--- src/rtl/uart_xcvr.sv ---
`timescale 1ns/1ps
module uart_xcvr #(
  parameter int DIV_W     = 16,
  parameter int DBITS_W   = 4,
  parameter int SBITS_W   = 2,
  parameter int DEPTH     = 16,
  parameter int DEF_DIV   = 5208,
  parameter int DEF_DBITS = 8,
  parameter int DEF_SBITS = 1
) (
  input  logic               clk,
  input  logic               rst_n,
  input  logic [DIV_W-1:0]   cfg_div,
  input  logic [DBITS_W-1:0] cfg_dbits,
  input  logic [SBITS_W-1:0] cfg_sbits,
  input  logic               loopback,
  input  logic               rx_line,
  output logic               tx_line,
  output logic               rx_valid,
  output logic [7:0]         rx_byte,
  input  logic               rx_ack,
  input  logic               tx_valid,
  input  logic [7:0]         tx_byte,
  output logic               tx_ack
);
  localparam int AW = $clog2(DEPTH);
  localparam logic [AW:0] FULL = (AW+1)'(DEPTH);
  localparam logic [DBITS_W-1:0] MAXB = DBITS_W'(8);

  typedef enum logic [1:0] {S_IDLE, S_START, S_DATA, S_STOP} st_t;

  // effective settings
  logic [DIV_W-1:0]   div_e;
  logic [DBITS_W-1:0] nb_e;
  logic [SBITS_W-1:0] ns_e;
  assign div_e = (cfg_div == '0) ? DIV_W'(DEF_DIV) : cfg_div;
  assign nb_e  = (cfg_dbits == '0) ? DBITS_W'(DEF_DBITS) : (cfg_dbits > MAXB) ? MAXB : cfg_dbits;
  assign ns_e  = (cfg_sbits == '0) ? SBITS_W'(DEF_SBITS) : cfg_sbits;

  // transmit buffer
  logic [7:0] tmem [DEPTH];
  logic [AW:0] twp, trp, tcount;
  logic t_load;
  assign tcount = twp - trp;
  assign tx_ack = tx_valid && (tcount != FULL);

  always_ff @(posedge clk)
    if (tx_ack) tmem[twp[AW-1:0]] <= tx_byte;

  // transmit engine
  st_t t_st;
  logic [DIV_W-1:0]   t_cnt, t_div;
  logic [DBITS_W-1:0] t_idx, t_nb;
  logic [SBITS_W-1:0] t_sidx, t_ns;
  logic [7:0] t_sh;
  logic t_q, t_tick;
  assign t_tick = (t_cnt == '0);
  assign t_load = (tcount != '0) &&
                  (t_st == S_IDLE || (t_st == S_STOP && t_tick && t_sidx == t_ns - 1'b1));

  always_ff @(posedge clk or negedge rst_n) begin
    if (!rst_n) begin
      twp <= '0; trp <= '0;
      t_st <= S_IDLE; t_q <= 1'b1; t_cnt <= '0; t_div <= '0;
      t_idx <= '0; t_nb <= '0; t_sidx <= '0; t_ns <= '0; t_sh <= '0;
    end else begin
      if (tx_ack) twp <= twp + 1'b1;
      if (t_st != S_IDLE && !t_tick) t_cnt <= t_cnt - 1'b1;
      if (t_load) begin
        trp <= trp + 1'b1;
        t_st <= S_START; t_q <= 1'b0;
        t_sh <= tmem[trp[AW-1:0]];
        t_cnt <= div_e - 1'b1; t_div <= div_e; t_nb <= nb_e; t_ns <= ns_e;
      end else if (t_tick) begin
        case (t_st)
          S_START: begin
            t_st <= S_DATA; t_q <= t_sh[0]; t_sh <= t_sh >> 1;
            t_idx <= DBITS_W'(1); t_cnt <= t_div - 1'b1;
          end
          S_DATA: begin
            t_cnt <= t_div - 1'b1;
            if (t_idx == t_nb) begin
              t_st <= S_STOP; t_q <= 1'b1; t_sidx <= '0;
            end else begin
              t_q <= t_sh[0]; t_sh <= t_sh >> 1; t_idx <= t_idx + 1'b1;
            end
          end
          S_STOP: begin
            if (t_sidx == t_ns - 1'b1) t_st <= S_IDLE;
            else begin
              t_sidx <= t_sidx + 1'b1; t_cnt <= t_div - 1'b1;
            end
          end
          default: ;
        endcase
      end
    end
  end

  assign tx_line = loopback | t_q;

  // receive front end
  logic r_s1, r_s2, r_s3, r_fall;
  assign r_fall = r_s3 & ~r_s2;

  st_t r_st;
  logic [DIV_W-1:0]   r_cnt, r_div;
  logic [DBITS_W-1:0] r_idx, r_nb;
  logic [7:0] r_sh;
  logic r_tick, r_push;
  assign r_tick = (r_cnt == '0);

  // receive buffer
  logic [7:0] rmem [DEPTH];
  logic [AW:0] rwp, rrp, rcount;
  assign rcount   = rwp - rrp;
  assign rx_valid = (rcount != '0);
  assign rx_byte  = rmem[rrp[AW-1:0]];
  assign r_push   = (r_st == S_STOP) && r_tick && r_s2 && (rcount != FULL);

  always_ff @(posedge clk)
    if (r_push) rmem[rwp[AW-1:0]] <= r_sh;

  always_ff @(posedge clk or negedge rst_n) begin
    if (!rst_n) begin
      r_s1 <= 1'b1; r_s2 <= 1'b1; r_s3 <= 1'b1;
      r_st <= S_IDLE; r_cnt <= '0; r_div <= '0; r_idx <= '0; r_nb <= '0; r_sh <= '0;
      rwp <= '0; rrp <= '0;
    end else begin
      r_s1 <= loopback ? t_q : rx_line;
      r_s2 <= r_s1;
      r_s3 <= r_s2;
      if (r_push) rwp <= rwp + 1'b1;
      if (rx_ack && rx_valid) rrp <= rrp + 1'b1;
      if (r_st != S_IDLE && !r_tick) r_cnt <= r_cnt - 1'b1;
      case (r_st)
        S_IDLE:
          if (r_fall) begin
            r_st <= S_START; r_cnt <= (div_e >> 1) - 1'b1;
            r_div <= div_e; r_nb <= nb_e; r_sh <= '0;
          end
        S_START:
          if (r_tick) begin
            if (r_s2) r_st <= S_IDLE;
            else begin
              r_st <= S_DATA; r_cnt <= r_div - 1'b1; r_idx <= '0;
            end
          end
        S_DATA:
          if (r_tick) begin
            r_sh[r_idx[2:0]] <= r_s2;
            r_cnt <= r_div - 1'b1;
            r_idx <= r_idx + 1'b1;
            if (r_idx == r_nb - 1'b1) r_st <= S_STOP;
          end
        default:
          if (r_tick) r_st <= S_IDLE;
      endcase
    end
  end

  assert_bit_hold_R2: assert property (@(posedge clk) disable iff (!rst_n)
    (t_st != S_IDLE && !t_tick) |=> $stable(t_q));

  assert_stop_high_R5: assert property (@(posedge clk) disable iff (!rst_n)
    (t_st == S_STOP) |-> t_q);

  assert_ack_lands_R6: assert property (@(posedge clk) disable iff (!rst_n)
    tx_ack |=> (tcount != '0));

  assert_head_hold_R7: assert property (@(posedge clk) disable iff (!rst_n)
    (rx_valid && !rx_ack) |=> (rx_valid && $stable(rx_byte)));

  assert_no_overflow_R9: assert property (@(posedge clk) disable iff (!rst_n)
    (rcount == FULL && !rx_ack) |=> (rcount == FULL));
endmodule

--- config.mk ---
export PLATFORM = sky130hd
export DESIGN_NAME = uart_xcvr
export DESIGN_NICKNAME = d
export VERILOG_FILES = /design/src/rtl/uart_xcvr.sv
export SDC_FILE = /design/constraint.sdc
export NUM_CORES = 1
export LEC_CHECK = 0
export BUFFER_PORTS_ARGS = -buffer_cell sky130_fd_sc_hd__buf_2
export CAP_MARGIN = 25
export CORE_MARGIN = 4
export CORE_UTILIZATION = 35
export CTS_CLUSTER_DIAMETER = 200
export DETAILED_ROUTE_END_ITERATION = 7
export PLACE_DENSITY = 0.62
export SETUP_SLACK_MARGIN = 0.02
export SLEW_MARGIN = 20
export SYNTH_ARGS = -nofsm -noshare
export SYNTH_HDL_FRONTEND = slang
export SYNTH_SLANG_ARGS = --single-unit
--- constraint.sdc ---
create_clock -name clk -period 3.9 [get_ports clk]
set_clock_uncertainty 0.1 [all_clocks]
set_input_delay 0.195 -clock clk [delete_from_list [all_inputs] [get_ports clk]]
set_output_delay 0.195 -clock clk [all_outputs]
set_load 0.05 [all_outputs]
## Yosys cells after proc, flatten, opt, wreduce, memory -nomap -nowiden

Memories as Yosys holds them, arrays and structs flattened.
Index checks and enable logic that the tools add are counted.

- Flip-flop bits (word level): 128
- RAM bits: 256
- Output and inout port bits: 11
- Logic and storage cells: 168
- Memories kept: 2

- $add $sub $neg: 17
- Order comparisons: 3
- Equality and inequality tests: 22
- Muxes and demuxes: 55
- Bitwise gates (word level): 4
- Reduce and logical (&&, ||, !) cells: 43

Memory list:

| memory | depth | bits a word | read ports | clocked after Yosys merged registers in | wr ports | line | RTL |
|---|---|---|---|---|---|---|---|
| rmem | 16 | 8 | 1 | 0 | 1 | 114 | `logic [7:0] rmem [DEPTH];` |
| tmem | 16 | 8 | 1 | 0 | 1 | 41 | `logic [7:0] tmem [DEPTH];` |

Operators by type and width:

| operator | number |
|---|---|
| two-way mux 16 bit | 10 |
| subtractor 16 x 1 -> 16 bit (second input constant) | 5 |
| zero test 16 bit | 3 |
| case mux 16 bit (3 select lines) | 1 |
| two-way mux 8 bit | 5 |
| case mux 16 bit (2 select lines) | 1 |
| case mux 8 bit (2 select lines) | 2 |
| two-way mux 2 bit | 13 |
| two-way mux 4 bit | 6 |
| adder 5 x 1 -> 5 bit (second input constant) | 4 |
| inequality test 2 bit (second input constant) | 8 |
| case mux 4 bit (2 select lines) | 2 |
| nonzero test 2 bit | 8 |
| subtractor 15 x 1 -> 16 bit (second input constant) | 1 |
| case mux 2 bit (3 select lines) | 2 |
| AND reduction 4 bit | 3 |
| logical AND 1 bit | 11 |
| inequality test 5 bit (second input constant) | 2 |
| AND reduction 5 bit | 2 |
| nonzero test 5 bit | 2 |
| subtractor 5 bit | 2 |
| two-way mux 1 bit | 9 |
| adder 4 x 1 -> 4 bit (second input constant) | 2 |
| bitwise mux 8 bit | 1 |
| other kinds (27) | 39 |

## Depth between registers and ports, before layout

Gate-level depths: netlist of run 1.

- Depth in word-level cells: 8
- Mapped depth: 14
- Gate-level depth less buffers: 13

## Worst setup path after synthesis of run 1

No wires, ideal clock.

- Kind: reg-to-reg
- Start point: register trp[1]
- End point: memory tmem[14][0], enable pin
- Arrival time: 3423 ps
- Required time: 3468 ps
- Slack: 45 ps
- Stages on the path, launching flop included: 11
- Buffers on the path: 3
- Period minus slack after synthesis: 3855 ps
- Cell sequence: dfrtp_1 clkbuf_1 buf_1 inv_1 ha_1 nor2b_1 o31a_1 or3_1 a31oi_1 clkbuf_1 and4_1

- Longest elaborated chain between the ends: 5

Ends and longest elaborated chain:

| item | line | RTL |
|---|---|---|
| start: declaration | 42 | `logic [AW:0] twp, trp, tcount;` |
| start signal: assignment | 70 | `trp <= trp + 1'b1;` |
| subtractor 5 bit | 44 | `assign tcount = twp - trp;` |
| inequality test 5 bit | 45 | `assign tx_ack = tx_valid && (tcount != FULL);` |
| logical AND 1 bit | 45 |  |
| via tx_ack | 24 | `output logic tx_ack` |
| two-way mux 1 bit | 48 | `if (tx_ack) tmem[twp[AW-1:0]] <= tx_byte;` |
| two-way mux 1 bit (not written as such) | 48 |  |
| end: declaration | 41 |  |

The timed path passes the listed nets, and every way through them passes these cells.

## Worst setup path in the final report of run 1

- Start point: input port cfg_div[4]
- End point: register t_cnt[9]

- Longest elaborated chain between the ends: 4

Ends and longest elaborated chain:

| item | line | RTL |
|---|---|---|
| start: declaration | 13 | `input logic [DIV_W-1:0] cfg_div,` |
| zero test 16 bit | 36 | `assign div_e = (cfg_div == '0) ? DIV_W'(DEF_DIV) : cfg_div;` |
| two-way mux 16 bit (*) | 36 |  |
| subtractor 16 x 1 -> 16 bit (*) | 73 | `t_cnt <= div_e - 1'b1; t_div <= div_e; t_nb <= nb_e; t_ns <= ns_e;` |
| two-way mux 16 bit (*) | 69 | `if (t_load) begin` |
| end signal: assignment | 68 | `if (t_st != S_IDLE && !t_tick) t_cnt <= t_cnt - 1'b1;` |
| end signal: assignment | 73 |  |
| end signal: assignment | 81 | `t_cnt <= t_div - 1'b1;` |
| end: declaration | 52 | `logic [DIV_W-1:0] t_cnt, t_div;` |

Every way passes the cells marked *; elsewhere a longest branch is shown, timed or not.
A chain may end at the register's enable or synchronous reset.

==> metrics.md, run 1 <==
| Metric | Value |
|---|---|
| Outcome | completed |
| Power Dens Cells | approximately 590 nW/um^2 |
| Core Region | slightly above 50000 sq um |
| Flop-to-flop setup slack | about 640 ps |
| Worst r2r dst | rmem[1][7]$_DFFE_PP_ |
| Starting Density | 0.3542 |
| Synthesis-stage register bit count | ~380 |
| # resized after CTS | 0 |
| FP Rows | 82 |
| Cell area after synthesis | about 18000 sq um |
| Synth Instances | 1301 |
| Final Max Tran Viols | 0 |
| Die W | around 230 um |
| Critical Path Source Type | primary input |
| Initial antenna violation count | 0 |
| Die ar. | between 50000 and 60000 sq um |
| M2 GR Usage | 0.2374 |
| Inserted Clock Buffers | 42 |
| Fmax | approximately 0.28 GHz |
| CP top delay family | simple AND/OR/NAND/NOR gates |
| I/O pin count | 47 |
| Leak | roughly 7 nW |
| Gr usage total | 0.1456 |
| Nature of the critical path endpoint | flip-flop |
| Hold endpoint | r_cnt[15]$_DFF_PN0_ |
| Sequential cell area fraction in the yosys report | 0.6119 |
| Sw Ratio | 0.2896 |
| Layout cell share with drive strength beyond 1 | 0.1799 |
| Setup TNS | 0 ps |
| Critical-path cell list | dlygate4sd3_1, buf_2, or4_1, nor3_4, nand2_1, nand2_1, ha_1, nor2b_1, nand2_1, a2111oi_0, xor2_1, nor2_1, a31oi_1 |
| CTS tree | built |
| Psw | roughly 3.6 mW |
| Yosys warns | 0 |
| Fillers | between 4000 and 5000 |
| RSZ-0062 raised after global routing | no |
| 1st-iter DRT viols | 941 |
| Nets | between 1000 and 1500 |
| Port bufs | 46 |
| R2R cell count | 8 |
| Setup CP Type | primary input to flip-flop |
| CTS root buffer | clkbuf_16 |
| Req. time, crit path | between 4000 and 5000 ps |
| Worst-skew pair later-pin latency | 560 ps |
| Hold_sp | cfg_div[12] |
| Internal | between 8 and 9 mW |
| Worst-path clk slew | ~60 ps |
| Hold slack | 116.1 ps |
| EDFF count, synth | 256 |
| Met1 Use GR | 0.2002 |
| First-pass GRT wire length | approximately 63000 um |
| Slew margin rel. | 0.3612 |
| H-Tree Depth | 2 |
| Final Hold Fails | 0 |
| Critical R2R Launch | rrp[3]$_DFFE_PN0P_ |
| Fin crit period | 3524 ps |
| N_diodes | 0 |
| DR vias/cell | 5.222 |
| Async SR Flop Fraction | 0.3333 |
| Largest net degree at the start of global routing | 105 |
| Part of the power in combinational logic | 0.224 |
| Max Root-Sink Buffers | 3 |
| Final Cycle Share | 0.9037 |
| Buf/Inv on CP | 2 |
| Antenna-violating nets left | 0 |
| Final setup viols | 0 |
| Placed inst area | around 19000 sq um |
| Crit-path most repeated cell | nand2_1 |
| Design Area, Final | approximately 21000 sq um |
| Slew @ Worst Pin | roughly 950 ps |
| Primary FF master, synth | edfxtp_1 |
| Routed wire length | 39050 um |
| CP arrival | between 3000 and 4000 ps |
| DIE HEIGHT | 233.6 um |
| Setup Fix Bufs, Post-CTS | 0 |
| Slowest stage delay, CP | around 710 ps |
| DRC | 0 |
| Distinct cells, synth | 66 |
| Hold buffers post-CTS | 36 |
| TritonRoute pass-1 iters | 5 |
| Grt ovf | 0 |
| CTS sink count | around 380 |
| Synth-to-Final Area Change | 16.06% |
| Avg Inst Size Synth | 13.69 sq um |
| WL per Instance | ~19 um |
| Max_cap viols | 0 |
| Final core occ | 0.4111 |
| Vias in the first global route | between 10000 and 15000 |
| VDD IR max | between 0.5 and 0.6 mV |
| Slowest cell on crit path | or4_1 |
| GP Congestion | between 0.9 and 1 |
| M3 GR Usage | 0.02573 |
| Worst min-delay path category | primary input to flip-flop |
| Post-Syn Nets | 1370 |
| GR peak layer | met2 |
| Reg power frac | 0.439 |
| HPWL Detailed | roughly 26000 um |
| Largest fanout on the critical path | 10 |
| Vias after detailed routing | between 10000 and 15000 |
| Clock share of power | 0.337 |
| Worst hold path depth | 3 |
-- cell type report --
class                           count  area [sq um]  share of cell area
Multi-Input combinational cell    819          6505              0.3148
Clock inverter                     26         335.3             0.01623
Timing Repair Buffer              108         819.5             0.03966
Sequential cell                   384         10900              0.5273
Inverter                           35         131.4            0.006357
Clock buffer                       51          1136             0.05497
Tap cell                          672         840.8             0.04069
-- per-layer routing --
| metal | share of wire | wire, um |
|---|---|---|
| met1 | 0.44 | 17280 |
| met2 | 0.49 | 18970 |
| met3 | 0.049 | 1923 |
| met4 | 0.023 | 882 |
| met5 | 0 | 0 |
-- how the worst max path moves through the flow --
stage	from	end	slack [ps]	cells past startpoint
global route	cfg_div[4]	t_cnt[9]$_DFF_PN0_	130	13
finish	cfg_div[4]	t_cnt[9]$_DFF_PN0_	380	13
detailed placement	cfg_div[4]	t_cnt[9]$_DFF_PN0_	450	12
global placement	cfg_div[4]	t_cnt[9]$_DFF_PN0_	590	12
CTS	cfg_div[4]	t_cnt[9]$_DFF_PN0_	460	13
floorplan	trp[1]$_DFFE_PN0P_	tmem[14][0]$_DFFE_PP_	50	10
-- placed cells by master, fill, tap and decap left out, types with 27 or more instances in the layout --
master           n
buf_2           45
nor4_1          27
o21ai_0         58
nor3_1          40
dfrtp_1        122
nand2_1        144
edfxtp_1       256
clkbuf_16       43
xnor2_1         61
ha_1            33
inv_1           33
nor2_1          68
dlygate4sd3_1   36
xor2_1          37
mux4_2          80
-- worst min-delay path, cell delays in order --
cell,delay [ps]
buf_2,220
or4_1,200
o221ai_1,110
-- synthesized netlist by cell type (all sizes together) (10+ instances only) --
library cell,n,area (sq um)
nor4,32,234.0
nand2,144,540.5
and2,18,112.6
nor2,69,261.5
a21oi,25,128.9
edfxtp,256,7687
dfrtp,124,3103
inv,35,131.4
mux4,80,1802
buf,25,143.9
xor2,37,324.1
xnor2,61,534.3
or4,12,90.09
clkbuf,38,142.6
or3,11,68.82
o21ai,64,320.3
nand3,23,115.1
a31oi,17,121.4
nor3,42,221.5
o221ai,15,131.4
mux2i,13,130.1
ha,33,412.9
nor3b,10,75.07
-- per-stage QoR --
stage / total power, mW / setup slack (ps) / instances
after floorplan: 7.448 / 45.43 / 1301
after global placement: 8.104 / 589.3 / 1982
after detailed placement: 8.192 / 447.7 / 1982
after CTS: 12.40 / 458.8 / 2095
after global routing: 12.96 / 131.8 / 2095
final: 12.26 / 375.7 / 2095
-- cells by family after synthesis --
kind of cell | after synthesis | share of synthesized area
fa+ha+maj | 33 | 0.02319
buf+inv | 98 | 0.02347
xor+xnor | 98 | 0.04820
mux | 100 | 0.1129
compound gates | 165 | 0.05938
flops | 384 | 0.6119
simple gates | 423 | 0.1210
-- flip-flops by register name, summed over array words and instances (netlist names), 5 cells and up --
name / flops
tmem: 128
r_sh: 8
rrp: 5
t_div: 16
r_div: 16
t_sh: 8
twp: 5
trp: 5
t_cnt: 16
rmem: 128
rwp: 5
r_cnt: 16
-- power groups by stage --
stage          logic [mW]  clock network [mW]  registers (mW)
4_1_cts              2.79                4.23            5.38
2_1_floorplan        2.14                   0            5.31
5_1_grt              3.07                4.43            5.46
3_5_place_dp         2.74                   0            5.45
3_3_place_gp         2.67                   0            5.43
6_report             2.75                4.13            5.38
Power figures use the tool's default switching activity.
==> inputs of run 2 (changes only) <==
- MAX_ROUTING_LAYER: not set -> met4
==> run 2 against run 1 <==
Compared with the run above: non-clock buffer count is 4 higher; critical path depth stayed put; global-route usage is 0.43 points higher; utilization is 0.075 points lower; sequential share of layout area is 0.096 points higher; via count is 0.94% lower; flip-flop and latch count stayed put; largest power group unchanged.
==> metrics.md, run 2 (synthesized netlist as in run 1, its figures left out) <==
| Metric | Value |
|---|---|
| I/O pin count | 47 |
| Critical Path Source Type | primary input |
| Internal | between 8 and 9 mW |
| Setup TNS | 0 ps |
| Part of the power in combinational logic | 0.227 |
| Final setup viols | 0 |
| Setup CP Type | primary input to flip-flop |
| Nature of the critical path endpoint | flip-flop |
| Power, Total | ~12 mW |
| Nets | 1463 |
| CP arrival | around 4000 ps |
| Slew @ Worst Pin | between 700 and 800 ps |
| N_diodes | 0 |
| Layout cell share with drive strength beyond 1 | 0.1800 |
| Commonest cells after routing, fill and taps aside | edfxtp_1 (256), nand2_1 (144), dfrtp_1 (122), mux4_2 (80), nor2_1 (68) |
| GP Congestion | 0.9092 |
| Final Cycle Share | 0.9169 |
| Die ar. | 54550 sq um |
| Vias in the first global route | 11070 |
| Initial antenna violation count | 0 |
| 1st-iter DRT viols | ~800 |
| Gr usage total | 0.1499 |
| Max_cap viols | 0 |
| Largest fanout on the critical path | 10 |
| HPWL Detailed | about 26000 um |
| CTS root buffer | clkbuf_16 |
| First-pass GRT wire length | 62600 um |
| Pre-CTS setup slack | 422.0 ps |
| FP Rows | 82 |
| Sw Ratio | 0.2948 |
| Final Max Tran Viols | 0 |
| Vias after detailed routing | around 11000 |
| DR vias/cell | 5.160 |
| Port bufs | 46 |
| Core Region | approximately 50000 sq um |
| Grt ovf | 0 |
| TritonRoute pass-1 iters | 5 |
| WL per Instance | approximately 19 um |
| Leak | 7.010 nW |
| Starting Density | 0.3542 |
| Outcome | completed |
| Psw | about 3.6 mW |
| Synth-to-Final Area Change | 15.84% |
| Worst-path clk slew | approximately 60 ps |
| Power Dens Cells | around 590 nW/um^2 |
| Inserted Clock Buffers | 42 |
| DRC | 0 |
| Antenna-violating nets left | 0 |
| RSZ-0062 raised after global routing | no |
| Hold slack | approximately 93 ps |
| CTS tree | built |
| Final core occ | 0.4103 |
| Worst min-delay path category | primary input to flip-flop |
| Routed wire length | about 39000 um |
| Worst-skew pair later-pin latency | between 500 and 600 ps |
| Max Root-Sink Buffers | 3 |
| Fmax | around 0.28 GHz |
| Final Worst Setup Slack | approximately 320 ps |
| Reg power frac | 0.445 |
| Final Hold Fails | 0 |
| VDD IR max | about 0.44 mV |
| CTS sink count | roughly 380 |
| Clock share of power | 0.328 |
| Fin crit period | between 3000 and 4000 ps |
| Commonest non-fill, non-tap cell in the layout | edfxtp_1 |
| H-Tree Depth | 2 |
| Setup Fix Bufs, Post-CTS | 0 |
| DIE HEIGHT | 233.6 um |
| Slew margin rel. | 0.5071 |
| Die W | between 200 and 250 um |
| Largest net degree at the start of global routing | around 100 |
| Req. time, crit path | 4270 ps |
[run 2: power by group through the flow]
stage | combinational (mW) | clock, mW | sequential (mW)
after floorplan | 2.14 | 0 | 5.31
after global placement | 2.69 | 0 | 5.43
after detailed placement | 2.75 | 0 | 5.46
after CTS | 2.79 | 4.09 | 5.39
after global routing | 3.07 | 4.26 | 5.46
final | 2.76 | 3.97 | 5.39
[run 2: metrics by stage]
stage	cells	instance area, sq um
after global placement	1985	18840
after detailed placement	1985	18840
after global routing	2100	20630
after floorplan	1301	17810
final	2100	20630
after CTS	2097	20590
[run 2: what timing repair did]
| action | in CTS | in global routing |
|---|---|---|
| resized for setup | 0 | 0 |
| hold buffers | 34 | 1 |
| endpoints found under the hold margin | 278 | 21 |
[run 2: final cells by class]
| type | instances | area [sq um] |
|---|---|---|
| Fill cell | 4619 | 29640 |
| Sequential cell | 384 | 10900 |
| Multi-Input combinational cell | 819 | 6505 |
| Clock buffer | 54 | 1157 |
| Timing Repair Buffer | 112 | 849.6 |
| Tap cell | 672 | 840.8 |
| Clock inverter | 24 | 246.5 |
| Inverter | 35 | 131.4 |
[run 2: critical path, stage by stage]
cell,delay [ps]
dlygate4sd3_1,550
buf_2,200
or4_1,710
nor3_4,390
nand2_1,170
nand2_1,160
ha_1,180
nor2b_1,290
nand2_1,150
a2111oi_0,560
xor2_1,200
nor2_1,50
a31oi_1,140
[run 2: final timing paths]
check / start / end / slack (ps) / depth (start not counted)
min: cfg_div[12] / r_cnt[15]$_DFF_PN0_ / 90 / 3
max: cfg_div[4] / t_cnt[9]$_DFF_PN0_ / 320 / 13
min reg2reg: r_s1$_DFF_PN1_ / r_s2$_DFF_PN1_ / 260 / 0
max in group asynchronous: rst_n / trp[0]$_DFFE_PN0P_ / 2090 / 5
max reg2reg: t_cnt[0]$_DFF_PN0_ / t_ns[0]$_DFFE_PN0P_ / 610 / 10
min in group asynchronous: rst_n / r_div[5]$_DFFE_PN0P_ / 470 / 3
[run 2: layer usage]
layer | vias to the layer above | wire, um | GRT usage
li1 | 5111 | - | -
met4 | 0 | 899 | 0.04475
met2 | 241 | 19010 | 0.2388
met1 | 5422 | 17480 | 0.1972
met3 | 63 | 1704 | 0.02756
met5 | - | 0 | -
==> inputs of run 3 (changes only) <==
- CORE_ASPECT_RATIO: not set -> 0.9
- CTS_BUF_LIST: not set -> sky130_fd_sc_hd__clkbuf_4 sky130_fd_sc_hd__clkbuf_8
- CTS_CLUSTER_DIAMETER: 200 -> not set
==> run 3 against run 2 <==
Compared with the run above: clock-buffer cell count rose by 40; sequential power barely moved; critical path depth fell by 3; non-clock buffer count rose by 2; via count rose by 2.3%; fmax rose by 0.52%; global-route usage rose by 0.24 points; clock power fell by 4%; utilization fell by 0.069 points; largest cell class unchanged; flip-flop and latch count did not move; highest routed layer unchanged.
==> metrics.md, run 3 (synthesized netlist as in run 1, its figures left out) <==
| Metric | Value |
|---|---|
| Outcome | completed |
| H-Tree Depth | 3 |
| Clock share of power | 0.319 |
| Largest net degree at the start of global routing | 95 |
| Fillers | 4723 |
| Starting Density | 0.3536 |
| TritonRoute pass-1 iters | 5 |
| HPWL Detailed | 26100 um |
| Nets | about 1500 |
| Final setup viols | 0 |
| Core Region | just over 50000 sq um |
| Nature of the critical path endpoint | flip-flop |
| Worst-path clk slew | 50 ps |
| GP Congestion | 0.9125 |
| R2R cell count | 10 |
| Vias in the first global route | 11230 |
| CP arrival | between 4000 and 5000 ps |
| Worst-skew pair later-pin latency | 630 ps |
| Pre-CTS setup slack | ~570 ps |
| Inserted Clock Buffers | 67 |
| 1st-iter DRT viols | 796 |
| FF/Latch Area | between 10000 and 15000 sq um |
| Largest fanout on the critical path | 18 |
| Part of the power in combinational logic | 0.231 |
| CTS tree | built |
| Worst min-delay path category | primary input to asynchronous set/reset pin |
| Reg power frac | 0.450 |
| Critical Path Source Type | flip-flop |
| Grt ovf | 0 |
| Max_cap viols | 0 |
| Slew @ Worst Pin | between 800 and 900 ps |
| Initial antenna violation count | 0 |
| Fmax | ~0.28 GHz |
| FP Rows | just under 80 |
| Final Max Tran Viols | 0 |
| Setup TNS | 0 ps |
| Port bufs | 46 |
| Final core occ | 0.4096 |
| CTS root buffer | clkbuf_8 |
| Multi-input logic area | between 6000 and 7000 sq um |
| Critical R2R Launch | t_cnt[0]$_DFF_PN0_ |
| Commonest cells after routing, fill and taps aside | edfxtp_1 (256), nand2_1 (144), dfrtp_1 (122), mux4_2 (80), clkbuf_8 (73) |
| N_diodes | 0 |
| Power, Total | around 12 mW |
| RSZ-0062 raised after global routing | no |
| Power Dens Cells | 582.3 nW/um^2 |
| Slew margin rel. | 0.4058 |
| Psw | ~3.6 mW |
| Setup Fix Bufs, Post-CTS | 0 |
| DR vias/cell | about 5.2 |
| CTS sink count | around 380 |
| Vias after detailed routing | about 11000 |
| Final Hold Fails | 0 |
| Commonest non-fill, non-tap cell in the layout | edfxtp_1 |
| Final Worst Setup Slack | between 300 and 400 ps |
| DRC | 0 |
| Placed inst area | ~19000 sq um |
| Synth-to-Final Area Change | 15.84% |
| Routed wire length | roughly 40000 um |
| WL per Instance | ~18 um |
| Design Area, Final | 20630 sq um |
| Final Cycle Share | 0.9122 |
| Fin crit period | 3557 ps |
| # resized after CTS | 0 |
| Setup CP Type | flip-flop to flip-flop |
| VDD IR max | 0.5053 mV |
| DIE HEIGHT | about 220 um |
| Sw Ratio | 0.2992 |
| Die W | roughly 250 um |
| Gr usage total | 0.1524 |
| First-pass GRT wire length | 63670 um |
| Max Root-Sink Buffers | 3 |
| Req. time, crit path | 4350 ps |
| Layout cell share with drive strength beyond 1 | 0.2042 |
| Antenna-violating nets left | 0 |
| Internal | ~8.4 mW |
| Leak | 7.074 nW |
| I/O pin count | between 40 and 50 |
| Crit path from | t_cnt[0]$_DFF_PN0_ |
| Die ar. | roughly 55000 sq um |
==> run 3: cell count changes in the layout (fill, tap and decap cells not counted), sizes merged <==
cell and delta:
buf +1, clkbuf +40, clkinvlp -3, inv +1
dlygate4sd3 +1, bufinv +1
==> run 3: layout make-up <==
cell class / count / area share
multi-input cells: 819 / 0.3150
clock inverters: 23 / 0.01152
flip-flops and latches: 384 / 0.5283
well taps: 680 / 0.04124
inverters: 35 / 0.006369
repair buffers: 114 / 0.04118
clock buffers: 94 / 0.05635
==> run 3: power by group through the flow <==
stage / clock network (mW) / registers, mW / logic [mW]
5_1_grt: 4.14 / 5.48 / 3.07
3_5_place_dp: 0 / 5.47 / 2.76
6_report: 3.83 / 5.41 / 2.78
2_1_floorplan: 0 / 5.31 / 2.14
3_3_place_gp: 0 / 5.45 / 2.70
4_1_cts: 3.95 / 5.40 / 2.80
==> run 3: routing by layer <==
layer	GRT usage	vias to the layer above	wire [um]
li1	-	5172	-
met1	0.2119	5537	18530
met2	0.2261	303	18140
met3	0.03337	73	1993
met4	0.04538	0	856
met5	-	-	0
==> run 3: path summary, 6_finish.rpt <==
kind	to	slack, ps
setup / recovery	t_ns[0]$_DFFE_PN0P_	340
hold / removal	r_cnt[8]$_DFF_PN0_	100
setup reg to reg	t_ns[0]$_DFFE_PN0P_	340
hold reg to reg	r_s2$_DFF_PN1_	280
max in group asynchronous	t_q$_DFFE_PN1P_	2640
min in group clk	r_s1$_DFF_PN1_	260
==> run 3: repair_timing <==
item	in CTS	in global routing
hold buffers	36	0
endpoints found under the setup margin	0	0
endpoints found under the hold margin	295	0
==> run 3: metrics by stage <==
step                hold slack, ps  cells
finish                       98.57   2149
global placement             248.3   1996
floorplan                   -200.6   1301
CTS                          111.5   2149
detailed placement           249.7   1996
global route                 189.4   2149
==> run 3: worst max-delay path, stage by stage, from the launching register on <==
cell	delay [ps]
dfrtp_1	370
inv_1	90
ha_1	220
or4b_1	560
nor4_4	460
a21oi_2	170
a31oi_4	460
buf_4	320
nor2_1	60
a31oi_1	120
dlygate4sd3_1	560
